$ cat src/rtl/rxf_pkg.sv
package rxf_pkg;
  localparam int ADDR_W = 48;
  localparam int GROUP_BIT = 40;  // bit 0 of the first octet on the wire
  localparam int CFG_W = 4;

  typedef logic [ADDR_W-1:0] mac_addr_t;

  typedef enum logic [1:0] {
    DA_UCAST = 2'd0,
    DA_MCAST = 2'd1,
    DA_BCAST = 2'd2
  } da_class_e;

  typedef struct packed {
    logic bad_pass;
    logic promisc;
    logic mcast_drop;
    logic bcast_drop;
  } rx_cfg_t;
endpackage

$ cat src/rtl/rxf_classify.sv
module rxf_classify
  import rxf_pkg::*;
(
  input  mac_addr_t da_addr,
  input  mac_addr_t station_addr,
  output da_class_e da_class,
  output logic      uc_hit
);
  always_comb begin
    if (&da_addr)
      da_class = DA_BCAST;
    else if (da_addr[GROUP_BIT])
      da_class = DA_MCAST;
    else
      da_class = DA_UCAST;
  end

  assign uc_hit = (da_addr == station_addr);
endmodule

$ cat src/rtl/rxf_mcast_table.sv
module rxf_mcast_table
  import rxf_pkg::*;
#(
  parameter int ENTRIES = 4,
  localparam int IDX_W = (ENTRIES > 1) ? $clog2(ENTRIES) : 1
) (
  input  logic             clk,
  input  logic             rst,
  input  logic             wr_en,
  input  logic [IDX_W-1:0] wr_idx,
  input  mac_addr_t        wr_addr,
  input  logic             wr_valid,
  input  mac_addr_t        lookup,
  output logic             any_hit
);
  mac_addr_t          ent_addr [ENTRIES];
  logic [ENTRIES-1:0] ent_vld;
  logic [ENTRIES-1:0] hit_vec;

  always_ff @(posedge clk) begin
    if (wr_en) ent_addr[wr_idx] <= wr_addr;
  end

  always_ff @(posedge clk) begin
    if (rst)        ent_vld <= '0;
    else if (wr_en) ent_vld[wr_idx] <= wr_valid;
  end

  for (genvar g = 0; g < ENTRIES; g++) begin : g_cmp
    assign hit_vec[g] = ent_vld[g] && (ent_addr[g] == lookup);
  end

  assign any_hit = |hit_vec;

  // an entry written invalid cannot produce a hit afterwards
  p_cleared_entry_r10: assert property (@(posedge clk) disable iff (rst)
    (wr_en && !wr_valid) |=> !hit_vec[$past(wr_idx)]);
endmodule

$ cat src/rtl/rxf_decide.sv
module rxf_decide
  import rxf_pkg::*;
(
  input  logic             clk,
  input  logic             rst,
  input  logic             cfg_wr_en,
  input  logic [CFG_W-1:0] cfg_wr_data,
  input  logic             da_valid,
  input  da_class_e        da_class,
  input  logic             uc_hit,
  input  logic             mc_hit,
  input  logic             frame_bad,
  output logic             dec_valid,
  output logic             dec_accept
);
  rx_cfg_t cfg_q;
  logic    verdict;

  always_ff @(posedge clk) begin
    if (rst)            cfg_q <= '0;
    else if (cfg_wr_en) cfg_q <= rx_cfg_t'(cfg_wr_data);
  end

  always_comb begin
    if (frame_bad && !cfg_q.bad_pass)
      verdict = 1'b0;
    else begin
      unique case (da_class)
        DA_BCAST: verdict = !cfg_q.bcast_drop;
        DA_MCAST: verdict = !cfg_q.mcast_drop && (mc_hit || cfg_q.promisc);
        default:  verdict = uc_hit || cfg_q.promisc;
      endcase
    end
  end

  always_ff @(posedge clk) begin
    if (rst) begin
      dec_valid  <= 1'b0;
      dec_accept <= 1'b0;
    end else begin
      dec_valid  <= da_valid;
      dec_accept <= da_valid && verdict;
    end
  end

  p_strobe_lag_r2: assert property (@(posedge clk) disable iff (rst)
    da_valid |=> dec_valid);
  p_no_spurious_r2: assert property (@(posedge clk) disable iff (rst)
    !da_valid |=> !dec_valid);
  p_accept_gated_r2: assert property (@(posedge clk) disable iff (rst)
    !dec_valid |-> !dec_accept);
  p_bcast_drop_r4: assert property (@(posedge clk) disable iff (rst)
    (da_valid && da_class == DA_BCAST && cfg_q.bcast_drop) |=> !dec_accept);
  p_mcast_drop_r7: assert property (@(posedge clk) disable iff (rst)
    (da_valid && da_class == DA_MCAST && cfg_q.mcast_drop) |=> !dec_accept);
  p_bad_drop_r9: assert property (@(posedge clk) disable iff (rst)
    (da_valid && frame_bad && !cfg_q.bad_pass) |=> !dec_accept);
endmodule

$ cat src/rtl/rx_da_filter.sv
module rx_da_filter
  import rxf_pkg::*;
#(
  parameter int MC_ENTRIES = 4,
  localparam int MC_IDX_W = (MC_ENTRIES > 1) ? $clog2(MC_ENTRIES) : 1
) (
  input  logic                clk,
  input  logic                rst,
  input  logic                cfg_wr_en,
  input  logic [CFG_W-1:0]    cfg_wr_data,
  input  logic [ADDR_W-1:0]   station_addr,
  input  logic                tbl_wr_en,
  input  logic [MC_IDX_W-1:0] tbl_wr_idx,
  input  logic [ADDR_W-1:0]   tbl_wr_addr,
  input  logic                tbl_wr_valid,
  input  logic                da_valid,
  input  logic [ADDR_W-1:0]   da_addr,
  input  logic                frame_bad,
  output logic                dec_valid,
  output logic                dec_accept
);
  da_class_e cls;
  logic      uc_hit;
  logic      mc_hit;

  rxf_classify u_classify (
    .da_addr      (da_addr),
    .station_addr (station_addr),
    .da_class     (cls),
    .uc_hit       (uc_hit)
  );

  rxf_mcast_table #(.ENTRIES(MC_ENTRIES)) u_table (
    .clk      (clk),
    .rst      (rst),
    .wr_en    (tbl_wr_en),
    .wr_idx   (tbl_wr_idx),
    .wr_addr  (tbl_wr_addr),
    .wr_valid (tbl_wr_valid),
    .lookup   (da_addr),
    .any_hit  (mc_hit)
  );

  rxf_decide u_decide (
    .clk         (clk),
    .rst         (rst),
    .cfg_wr_en   (cfg_wr_en),
    .cfg_wr_data (cfg_wr_data),
    .da_valid    (da_valid),
    .da_class    (cls),
    .uc_hit      (uc_hit),
    .mc_hit      (mc_hit),
    .frame_bad   (frame_bad),
    .dec_valid   (dec_valid),
    .dec_accept  (dec_accept)
  );
endmodule

$ cat config.mk
export PLATFORM = sky130hd
export DESIGN_NAME = rx_da_filter
export DESIGN_NICKNAME = d
export VERILOG_FILES = /design/src/rtl/rxf_pkg.sv /design/src/rtl/rxf_classify.sv /design/src/rtl/rxf_mcast_table.sv /design/src/rtl/rxf_decide.sv /design/src/rtl/rx_da_filter.sv
export SDC_FILE = /design/constraint.sdc
export NUM_CORES = 1
export LEC_CHECK = 0
export BUFFER_PORTS_ARGS = -buffer_cell sky130_fd_sc_hd__buf_4
export CAP_MARGIN = 20
export CORE_MARGIN = 3
export CORE_UTILIZATION = 50
export DETAILED_ROUTE_END_ITERATION = 12
export PLACE_DENSITY = 0.73
export SLEW_MARGIN = 10
export SYNTH_ARGS = -nofsm -noshare
export SYNTH_HDL_FRONTEND = slang
export SYNTH_SLANG_ARGS = --single-unit
$ cat constraint.sdc
create_clock -name clk -period 10.77 [get_ports clk]
set_input_delay 1.6155 -clock clk [delete_from_list [all_inputs] [get_ports clk]]
set_output_delay 1.6155 -clock clk [all_outputs]
set_load 0.02 [all_outputs]
Word-level counts from Yosys, hierarchy flattened
Memories as Yosys holds them, arrays and structs flattened.
Index checks and enable logic that the tools add are counted.

operators by class
  magnitude comparators = 2
  reductions and logical operators = 15
  muxes and demuxes = 9
  equality and inequality tests = 7

operators with widths
  cell                                                  number
  == test 48 bit                                        5
  AND reduction 48 bit                                  1
  logical AND 1 bit                                     8
  2-to-1 mux 1 bit                                      5
  bitwise mux 4 bit                                     1
  OR reduction 4 bit                                    1
  logical NOT 1 bit                                     3
  < comparator 2 x 3 -> 1 bit (second input constant)   1
  demux 1 bit (select 2 bit)                            1
  == test 2 x 1 -> 1 bit (second input constant)        1
  == test 2 bit (second input constant)                 1
  >= comparator 2 x 1 -> 1 bit (second input constant)  1
  logical OR 1 bit                                      2
  2-to-1 mux 2 bit                                      1
  case mux 1 bit (2 select lines)                       1

storage, ports and cells
  bits in writable memories = 192
  flip-flop bits (word level) = 10
  logic and storage cells = 41
  memories = 1
  output and inout bits = 2

memories
  memory            depth  width  read ports  clocked after Yosys merged registers in  write ports  RTL line               source
  u_table.ent_addr  4      48     4           0                                        1            rxf_mcast_table.sv:16  mac_addr_t ent_addr [ENTRIES];

Logic depth before layout (Yosys ltp)
Gate-level depths: netlist (run 1).
An unclocked memory read counts as a cell.

  depth after elaboration = 9
  depth in mapped cells = 7

By module
Synthesis (run 1) repeated with hierarchy kept, for this count alone.

second synthesis, totals
  cells, all modules = 602
  area, all modules = 9013.6 um^2

modules (own cells, without submodules)
  module           sequential area each (um^2)  cells each  times used  area each (um^2)
  rxf_mcast_table  5845.6                       493         1           8107.8
  rxf_classify     0.0                          81          1           639.4
  rxf_decide       120.1                        28          1           266.5

Least setup slack after synthesis (run 1)
Ideal clock, no wire load.

  kind = input to register
  start = input tbl_wr_idx[0]
  end = register u_table.ent_vld[0]
  slack = 4.921 ns
  path buffers = 0
  library setup time = 0.126 ns
  data arrival time = 5.723 ns
  stages = 3
  cells stage by stage = nor3b_1 mux2i_1 nor2_1

between the ends
  word-level cells in the longest chain between the ends = 5

ends and longest elaborated chain
  item                                                                                                      RTL line               source
  start, declared                                                                                           rx_da_filter.sv:13     input logic [MC_IDX_W-1:0] tbl_wr_idx,
  < comparator 2 x 3 -> 1 bit (not written as such) / >= comparator 2 x 1 -> 1 bit (equally long branches)  rxf_mcast_table.sv:26  else if (wr_en) ent_vld[wr_idx] <= wr_valid;
  logical AND 1 bit (not written as such)                                                                   rxf_mcast_table.sv:26
  2-to-1 mux 1 bit (not written as such)                                                                    rxf_mcast_table.sv:26
  demux 1 bit (select 2 bit) (*)                                                                            n/a
  bitwise mux 4 bit (*)                                                                                     rxf_mcast_table.sv:26
  end signal, assigned by index                                                                             rxf_mcast_table.sv:26
  end, declared                                                                                             rxf_mcast_table.sv:17  logic [ENTRIES-1:0] ent_vld;

Mark *: on every way between the ends. The rest lies on a longest branch, timed or not.
A chain may end at the register's enable or synchronous reset.

Worst setup path after layout (run 1)
  start = input da_addr[1]
  end = register u_decide.dec_accept

between the ends
  word-level cells in the longest chain between the ends = 8

ends and longest elaborated chain
  item                                 RTL line               source
  start, declared                      rx_da_filter.sv:17     input logic [ADDR_W-1:0] da_addr,
  == test 48 bit                       rxf_mcast_table.sv:30  assign hit_vec[g] = ent_vld[g] && (ent_addr[g] == lookup);
  logical AND 1 bit                    rxf_mcast_table.sv:30
  OR reduction 4 bit                   rxf_mcast_table.sv:33  assign any_hit = |hit_vec;
  logical OR 1 bit                     rxf_decide.sv:30       DA_MCAST: verdict = !cfg_q.mcast_drop && (mc_hit || cfg_q.promisc);
  logical AND 1 bit                    rxf_decide.sv:30
  case mux 1 bit (2 select lines) (*)  rxf_decide.sv:28       unique case (da_class)
  2-to-1 mux 1 bit (*)                 rxf_decide.sv:25       if (frame_bad && !cfg_q.bad_pass)
  logical AND 1 bit (*)                rxf_decide.sv:42       dec_accept <= da_valid && verdict;
  end signal, assigned                 rxf_decide.sv:42
  end, declared                        rxf_decide.sv:14       output logic dec_accept

Marked as above.

==> impl_metrics.toml, run 1 <==
[clock_network]
cts_made_buffers = 21
cts_max_path_buffers = 3
post-cts-setup-buffer-count = 0
clk_latency_ps = 490
htreeDepth = 1
cts_hold_buf = 0
cts_sinks = 202
cts_resized = 0
clk_pin_slew_ps = 60
tritoncts = "built"
cts_root_buffer = "clkbuf_16"

[sta]
worst_pin_slew_ps = 856
setup_slack_ps = 7550
period_needed_ps = 3220
setup_viol = 0
holdWs_ps = 495
finalMaxSlewViolations = 0
skew_ps = 9.39
fin_crit_sh_pct = 29.9
slew_headroom_pct = 42.4
hold_viol_final = 0
rsz0062_at_grt = "false"
setup_tns_ps = 0
fmax_mhz = 310

[global_route]
grt_pass1_vias = 6054
grt_pass1_wl_mm = 38.6
grt_max_degree = 50
antenna_found_initial = 0
grt.overflow.total = 0
grt_use_total_pct = 26.3

[critical_path]
cp_top_family = "simple AND/OR/NAND/NOR gates"
crit_type = "in2reg"
r2r_cells = 6
cp-start-kind = "input pin"
timing.rr.start = "u_table.ent_addr[1][40]$_DFFE_PP_"
arrival_ps = 3650
crit_chain = "buf_4, xnor2_1, nand4_1, nor4_1, a311oi_1, or4_1, a31oi_1"
r2r_setup_slack_ps = 8640
slowest_stage = "nor4_1"
crit_buf_inv = 1
r2r_end = "u_decide.dec_accept$_SDFF_PP0_"
end_kind = "flop"
slowest_delay_ps = 670
crit_required_ps = 11190
crit_fanout = 6

[layout]
fin_nets = 926
syn2layout_area_growth_pct = 20.3
fin_area_um2 = 11000
drive_gt1_share_pct = 24.9
antennaDiodeCount = 0

[placement]
place_congestion = 0.991
portBuffers = 158
pre_cts_slack_ps = 7160
place_area_um2 = 10400
hpwlAfterDp_mm = 19.7

[logic_synthesis]
synth_mux_area_share_pct = 0.763
synth_top_family_by_area = "XOR/XNOR gates"
syn-num-nets = 791
ys_seq_area_share_pct = 65.0
post_synth.cell_area_avg_um2 = 14.5
synth-seq-cells = 202
yosys_warnings = 0
synthCells = 634
synthSimpleGateAreaFrac_pct = 7.55
synth_compound_area_share_pct = 1.40
synth_adder_area_share_pct = 0
synth_xor_area_share_pct = 22.0
synth_cell_type_count = 35
netlist_area_um2 = 9180

[detailed_routing]
dr.pass1.iters = 5
via_count = 5894
drt_iter0_markers = 695
ant_nets = 0
routedWlPerCell_um = 26.4
viasPerCell = 5.85
wl_mm = 26.6
remaining_drc_errors = 0

[floorplanning]
die-area_um2 = 20000
fp.dieH_um = 142
dieWidth_um = 142
start_util_pct = 52.0
ios = 159
rows = 48
core-area_um2 = 17700

[run]
cap_violations = 0

[hold_path]
worst_hold_startpoint = "u_table.ent_vld[1]$_SDFFE_PP0P_"
min_delay_path_depth = 2
min_to = "u_table.ent_vld[1]$_SDFFE_PP0P_"
hold_path.class = "reg2reg"

[pwr]
vdd_drop_max_mv = 0.114
power.density_nw_per_um2 = 162
p_total_mw = 1.78
p_leak_nw = 3.86

[status]
outcome = "complete, no violations"
## Yosys cell counts
cell type | n | area share [%]
dfxtp_1 | 10 | 2.2
a31oi_1 | 2 | 0.14
o2111ai_1 | 2 | 0.19
or4_1 | 2 | 0.16
mux2i_1 | 7 | 0.76
o21ai_0 | 3 | 0.16
and3b_1 | 1 | 0.095
inv_2 | 1 | 0.041
inv_1 | 9 | 0.37
nor2b_1 | 1 | 0.068
edfxtp_1 | 192 | 63
clkbuf_1 | 3 | 0.12
a21oi_1 | 4 | 0.22
a2111oi_2 | 1 | 0.16
buf_6 | 1 | 0.12
o2bb2ai_1 | 1 | 0.095
nor4_4 | 1 | 0.23
nand4_1 | 43 | 2.9
nor2_1 | 11 | 0.45
a311oi_1 | 1 | 0.095
a22o_1 | 1 | 0.095
a221o_1 | 1 | 0.11
buf_2 | 44 | 2.4
nor3b_1 | 1 | 0.082
nor4_1 | 39 | 2.7
nor3_1 | 2 | 0.11
and3_1 | 2 | 0.14
o22ai_1 | 2 | 0.14
nand3b_1 | 1 | 0.082
buf_4 | 2 | 0.16
nand2_1 | 4 | 0.16
clkinv_1 | 1 | 0.041
xor2_1 | 119 | 11
xnor2_1 | 112 | 11
nand3_1 | 7 | 0.38
## layer usage
| metal | vias to the layer above | global-route usage (%) | part of all wire, % |
|---|---|---|---|
| met5 | - | 0 | 0 |
| met4 | 0 | 8.43 | 2.9 |
| met3 | 49 | 6.47 | 12 |
| met2 | 374 | 40.8 | 47 |
| met1 | 2916 | 37.1 | 38 |
| li1 | 2555 | - | - |
## sequential cells by signal, indices dropped and copies added (netlist names)
name,count
u_decide.cfg_q,4
u_decide.dec_accept,1
u_decide.dec_valid,1
u_table.ent_addr,192
u_table.ent_vld,4
## placed cells by master, fill, tap and decap left out, types with 3 or more instances in the layout
cell / instances
clkinv_1: 4
nand3_1: 7
buf_4: 162
xor2_1: 119
a21oi_1: 4
clkbuf_1: 7
edfxtp_1: 192
nand2_1: 4
o21ai_0: 3
nor4_1: 39
inv_1: 9
mux2i_1: 7
xnor2_1: 112
clkbuf_16: 21
nand4_1: 43
dfxtp_1: 10
clkinv_2: 3
nor2_1: 10
## area by class of cell
class,count,area [um^2]
inverters,11,41.3
flip-flops and latches,202,5970
multi-input cells,371,2930
repair buffers,162,1220
clock buffers,30,579
clock inverters,6,26.3
well taps,225,282
fillers,1371,6620
## power by group
group | internal (mW) | leakage, nW | switching (mW)
combinational | 0.0900 | 1.72 | 0.117
sequential | 0.902 | 1.85 | 0.0164
clock | 0.372 | 0.298 | 0.287
## worst max-delay path by stage
stage          slack (ps)                               to  cells past startpoint     startpoint
6_report             7550   u_decide.dec_accept$_SDFF_PP0_                      7     da_addr[1]
5_1_grt              7580   u_decide.dec_accept$_SDFF_PP0_                      7     da_addr[1]
4_1_cts              7700   u_decide.dec_accept$_SDFF_PP0_                      7     da_addr[1]
3_5_place_dp         7160   u_decide.dec_accept$_SDFF_PP0_                      7     da_addr[1]
3_3_place_gp         7220   u_decide.dec_accept$_SDFF_PP0_                      7     da_addr[1]
2_1_floorplan        4920  u_table.ent_vld[0]$_SDFFE_PP0P_                      3  tbl_wr_idx[0]
## cells by family (layout without fill, tap and decap cells)
logic type             count (synthesis)  after routing
buffers and inverters                 61            209
multiplexers                           7              7
AO/OA/AOI/OAI                         18             18
flip-flops                           202            202
AND/OR/NAND/NOR                      115            115
XOR/XNOR                             231            231
## tightest hold or removal path, stage by stage (launching register included)
cell and delay, ps:
dfxtp_1 310, o21ai_0 70, a21oi_1 60
## metrics by stage
stage	std cells	util [%]
2_1_floorplan	634	-
5_1_grt	1007	62.5
4_1_cts	1007	62.5
3_5_place_dp	971	59.1
3_3_place_gp	971	59.1
6_report	1007	62.5
Power figures use the tool's default switching activity.
==> run 2: changes to the inputs <==
--- a/config.mk
+++ b/config.mk
@@ -5,6 +5,7 @@
 export SDC_FILE = /design/constraint.sdc
 export NUM_CORES = 1
 export LEC_CHECK = 0
+export ABC_AREA = 1
 export BUFFER_PORTS_ARGS = -buffer_cell sky130_fd_sc_hd__buf_4
 export CAP_MARGIN = 20
 export CORE_MARGIN = 3
==> constraint.sdc (replaced) <==
create_clock -name clk -period 3.3 [get_ports clk]
set_input_delay 0.495 -clock clk [delete_from_list [all_inputs] [get_ports clk]]
set_output_delay 0.495 -clock clk [all_outputs]
set_load 0.02 [all_outputs]
==> impl_metrics.toml, run 2 <==
[critical_path]
cp-start-kind = "flop"
crit_required_ps = 3740
crit_type = "reg2reg"
r2r_end = "u_decide.dec_accept$_SDFF_PP0_"
r2r_cells = 10
r2r_setup_slack_ps = 1490
timing.rr.start = "u_table.ent_addr[3][8]$_DFFE_PP_"
crit_start = "u_table.ent_addr[3][8]$_DFFE_PP_"
arrival_ps = 2250
end_kind = "flop"
crit_fanout = 1

[sta]
setup_viol = 0
fmax_mhz = 552
holdWs_ps = 188
period_needed_ps = 1810
slew_headroom_pct = 41.7
finalMaxSlewViolations = 0
skew_ps = 8.04
rsz0062_at_grt = "false"
hold_viol_final = 0
setup_slack_ps = 1490
fin_crit_sh_pct = 54.9
worst_pin_slew_ps = 866
setup_tns_ps = 0

[global_route]
grt_pass1_vias = 7794
grt.overflow.total = 0
grt_use_total_pct = 29.2
antenna_found_initial = 0
grt_pass1_wl_mm = 47.2
grt_max_degree = 51

[clock_network]
clk_pin_slew_ps = 70
cts_max_path_buffers = 3
cts_root_buffer = "clkbuf_16"
cts_resized = 0
cts_hold_buf = 0
clk_latency_ps = 500
cts_sinks = 202
tritoncts = "built"
post-cts-setup-buffer-count = 0
cts_made_buffers = 22
htreeDepth = 1

[pwr]
p_total_mw = 6.20
power.density_nw_per_um2 = 505
cell_internal_pwr_mw = 4.67
swShare_pct = 24.8
vdd_drop_max_mv = 0.359
p_leak_nw = 5.30
clkPwrFrac_pct = 39.0
p_seq_share_pct = 48.4
switchingPower_mw = 1.54
p_comb_share_pct = 12.5

[layout]
reg_top3 = "u_table.ent_addr x192, u_decide.cfg_q x4, u_table.ent_vld x4"
syn2layout_area_growth_pct = 21.1
mostFrequentLayoutCells = "394 x nand2_1, 192 x edfxtp_1, 164 x buf_4"
n_fill_cell = 1668
regMostFlops = "u_table.ent_addr"
drive_gt1_share_pct = 17.5
layout_commonest_cell = "nand2_1"
largest_reg_flops = 192
fin_area_um2 = 12300
fin_nets = 1438
antennaDiodeCount = 0

[floorplanning]
rows = 51
dieWidth_um = 148
core-area_um2 = 19700
ios = 159
fp.dieH_um = 148
start_util_pct = 51.4
die-area_um2 = 22000

[logic_synthesis]
synth_cell_type_count = 26
post_synth.cell_area_avg_um2 = 9.07
synth_most_common_cell = "nand2_1"
synth-seq-cells = 202
synth_edf_count = 192
synth.area.top_cells = "edfxtp_1 57%, nand2_1 15%, xnor2_1 5.5%"
netlist_area_um2 = 10100
asyncSetResetFlopFracSynth_pct = 0
ys_seq_area_share_pct = 58.8
syn-num-nets = 1275
yosys_warnings = 0
synthFlopType = "edfxtp_1"
netlist.area_leader.share_pct = 56.8
synthCells = 1118
synth_top_area_cell = "edfxtp_1"
synth_commonest_cells = "394 x nand2_1, 192 x edfxtp_1, 132 x inv_1"

[run]
cap_violations = 0

[hold_path]
hold_path.class = "in2reg"
min_delay_path_depth = 1
min_to = "u_table.ent_addr[0][20]$_DFFE_PP_"
worst_hold_startpoint = "tbl_wr_addr[20]"

[detailed_routing]
viasPerCell = 5.36
wl_mm = 32.9
dr.pass1.iters = 5
ant_nets = 0
routedWlPerCell_um = 21.1
via_count = 8362
remaining_drc_errors = 0
drt_iter0_markers = 1022

[placement]
pre_cts_slack_ps = 1230
portBuffers = 158
hpwlAfterDp_mm = 24.9
place_area_um2 = 11600
place_congestion = 1.00

[status]
outcome = "complete, no violations"
==> run 2: cell count changes in the layout (fill, tap and decap cells not counted), moves of 48 or more <==
cell / change
xor2_1: -98
nand2_1: +390
xnor2_1: -48
inv_1: +123
nor2_1: +121
==> run 2: through the flow <==
stage               util [%]  instances
floorplan                  -       1118
global placement        58.8       1522
detailed placement      58.8       1522
CTS                     62.3       1561
global route            62.3       1561
finish                  62.3       1561
==> run 2: kinds of logic after synthesis <==
| family | count (synthesis) | share of synthesized area [%] |
|---|---|---|
| buffers and inverters | 173 | 7.09 |
| xor gates and xnor gates | 85 | 7.34 |
| AOI/OAI and AO/OA | 69 | 3.70 |
| DFF | 202 | 58.8 |
| and+or+nand+nor | 589 | 23.1 |
==> run 2: per-layer routing <==
layer  GRT usage (%)  part of all wire [%]  vias up
li1                -                     -     3894
met1            40.2                    38     3873
met2            47.1                    47      531
met3            6.06                    12       64
met4            8.91                   2.8        0
met5               0                     0        -
==> run 2: final cells by class <==
type / count / area [um^2] / area share (%)
Multi-Input combinational cell: 743 / 3500 / 28.5
Timing Repair Buffer: 164 / 1230 / 10.0
Inverter: 148 / 556 / 4.52
Clock inverter: 11 / 100 / 0.815
Clock buffer: 28 / 594 / 4.84
Sequential cell: 202 / 5970 / 48.6
Tap cell: 265 / 332 / 2.70
==> run 2: worst max path at each step <==
stage	endpoint	slack, ps	cells past startpoint
after floorplan	u_table.ent_vld[2]$_SDFFE_PP0P_	260	5
after global placement	u_table.ent_addr[2][25]$_DFFE_PP_	1260	4
after detailed placement	u_table.ent_addr[2][45]$_DFFE_PP_	1230	4
after CTS	u_decide.dec_accept$_SDFF_PP0_	1580	10
after global routing	u_decide.dec_accept$_SDFF_PP0_	1450	12
final	u_decide.dec_accept$_SDFF_PP0_	1490	10
==> run 2: critical path, stage by stage, from the launching register on <==
cell	delay, ps
edfxtp_1	380
xor2_1	220
nor2_1	310
nand2_1	100
nor2_1	140
nand2_1	140
nor2_1	120
nand2_1	60
nand2_1	80
o21bai_2	80
a21oi_2	110
==> run 2: power by group through the flow <==
stage | logic (mW) | registers [mW] | clock network [mW]
5_1_grt | 0.838 | 3.01 | 2.53
2_1_floorplan | 0.384 | 3.04 | 0
3_5_place_dp | 0.759 | 3.06 | 0
4_1_cts | 0.765 | 3.00 | 2.43
3_3_place_gp | 0.751 | 3.05 | 0
6_report | 0.777 | 3.00 | 2.42
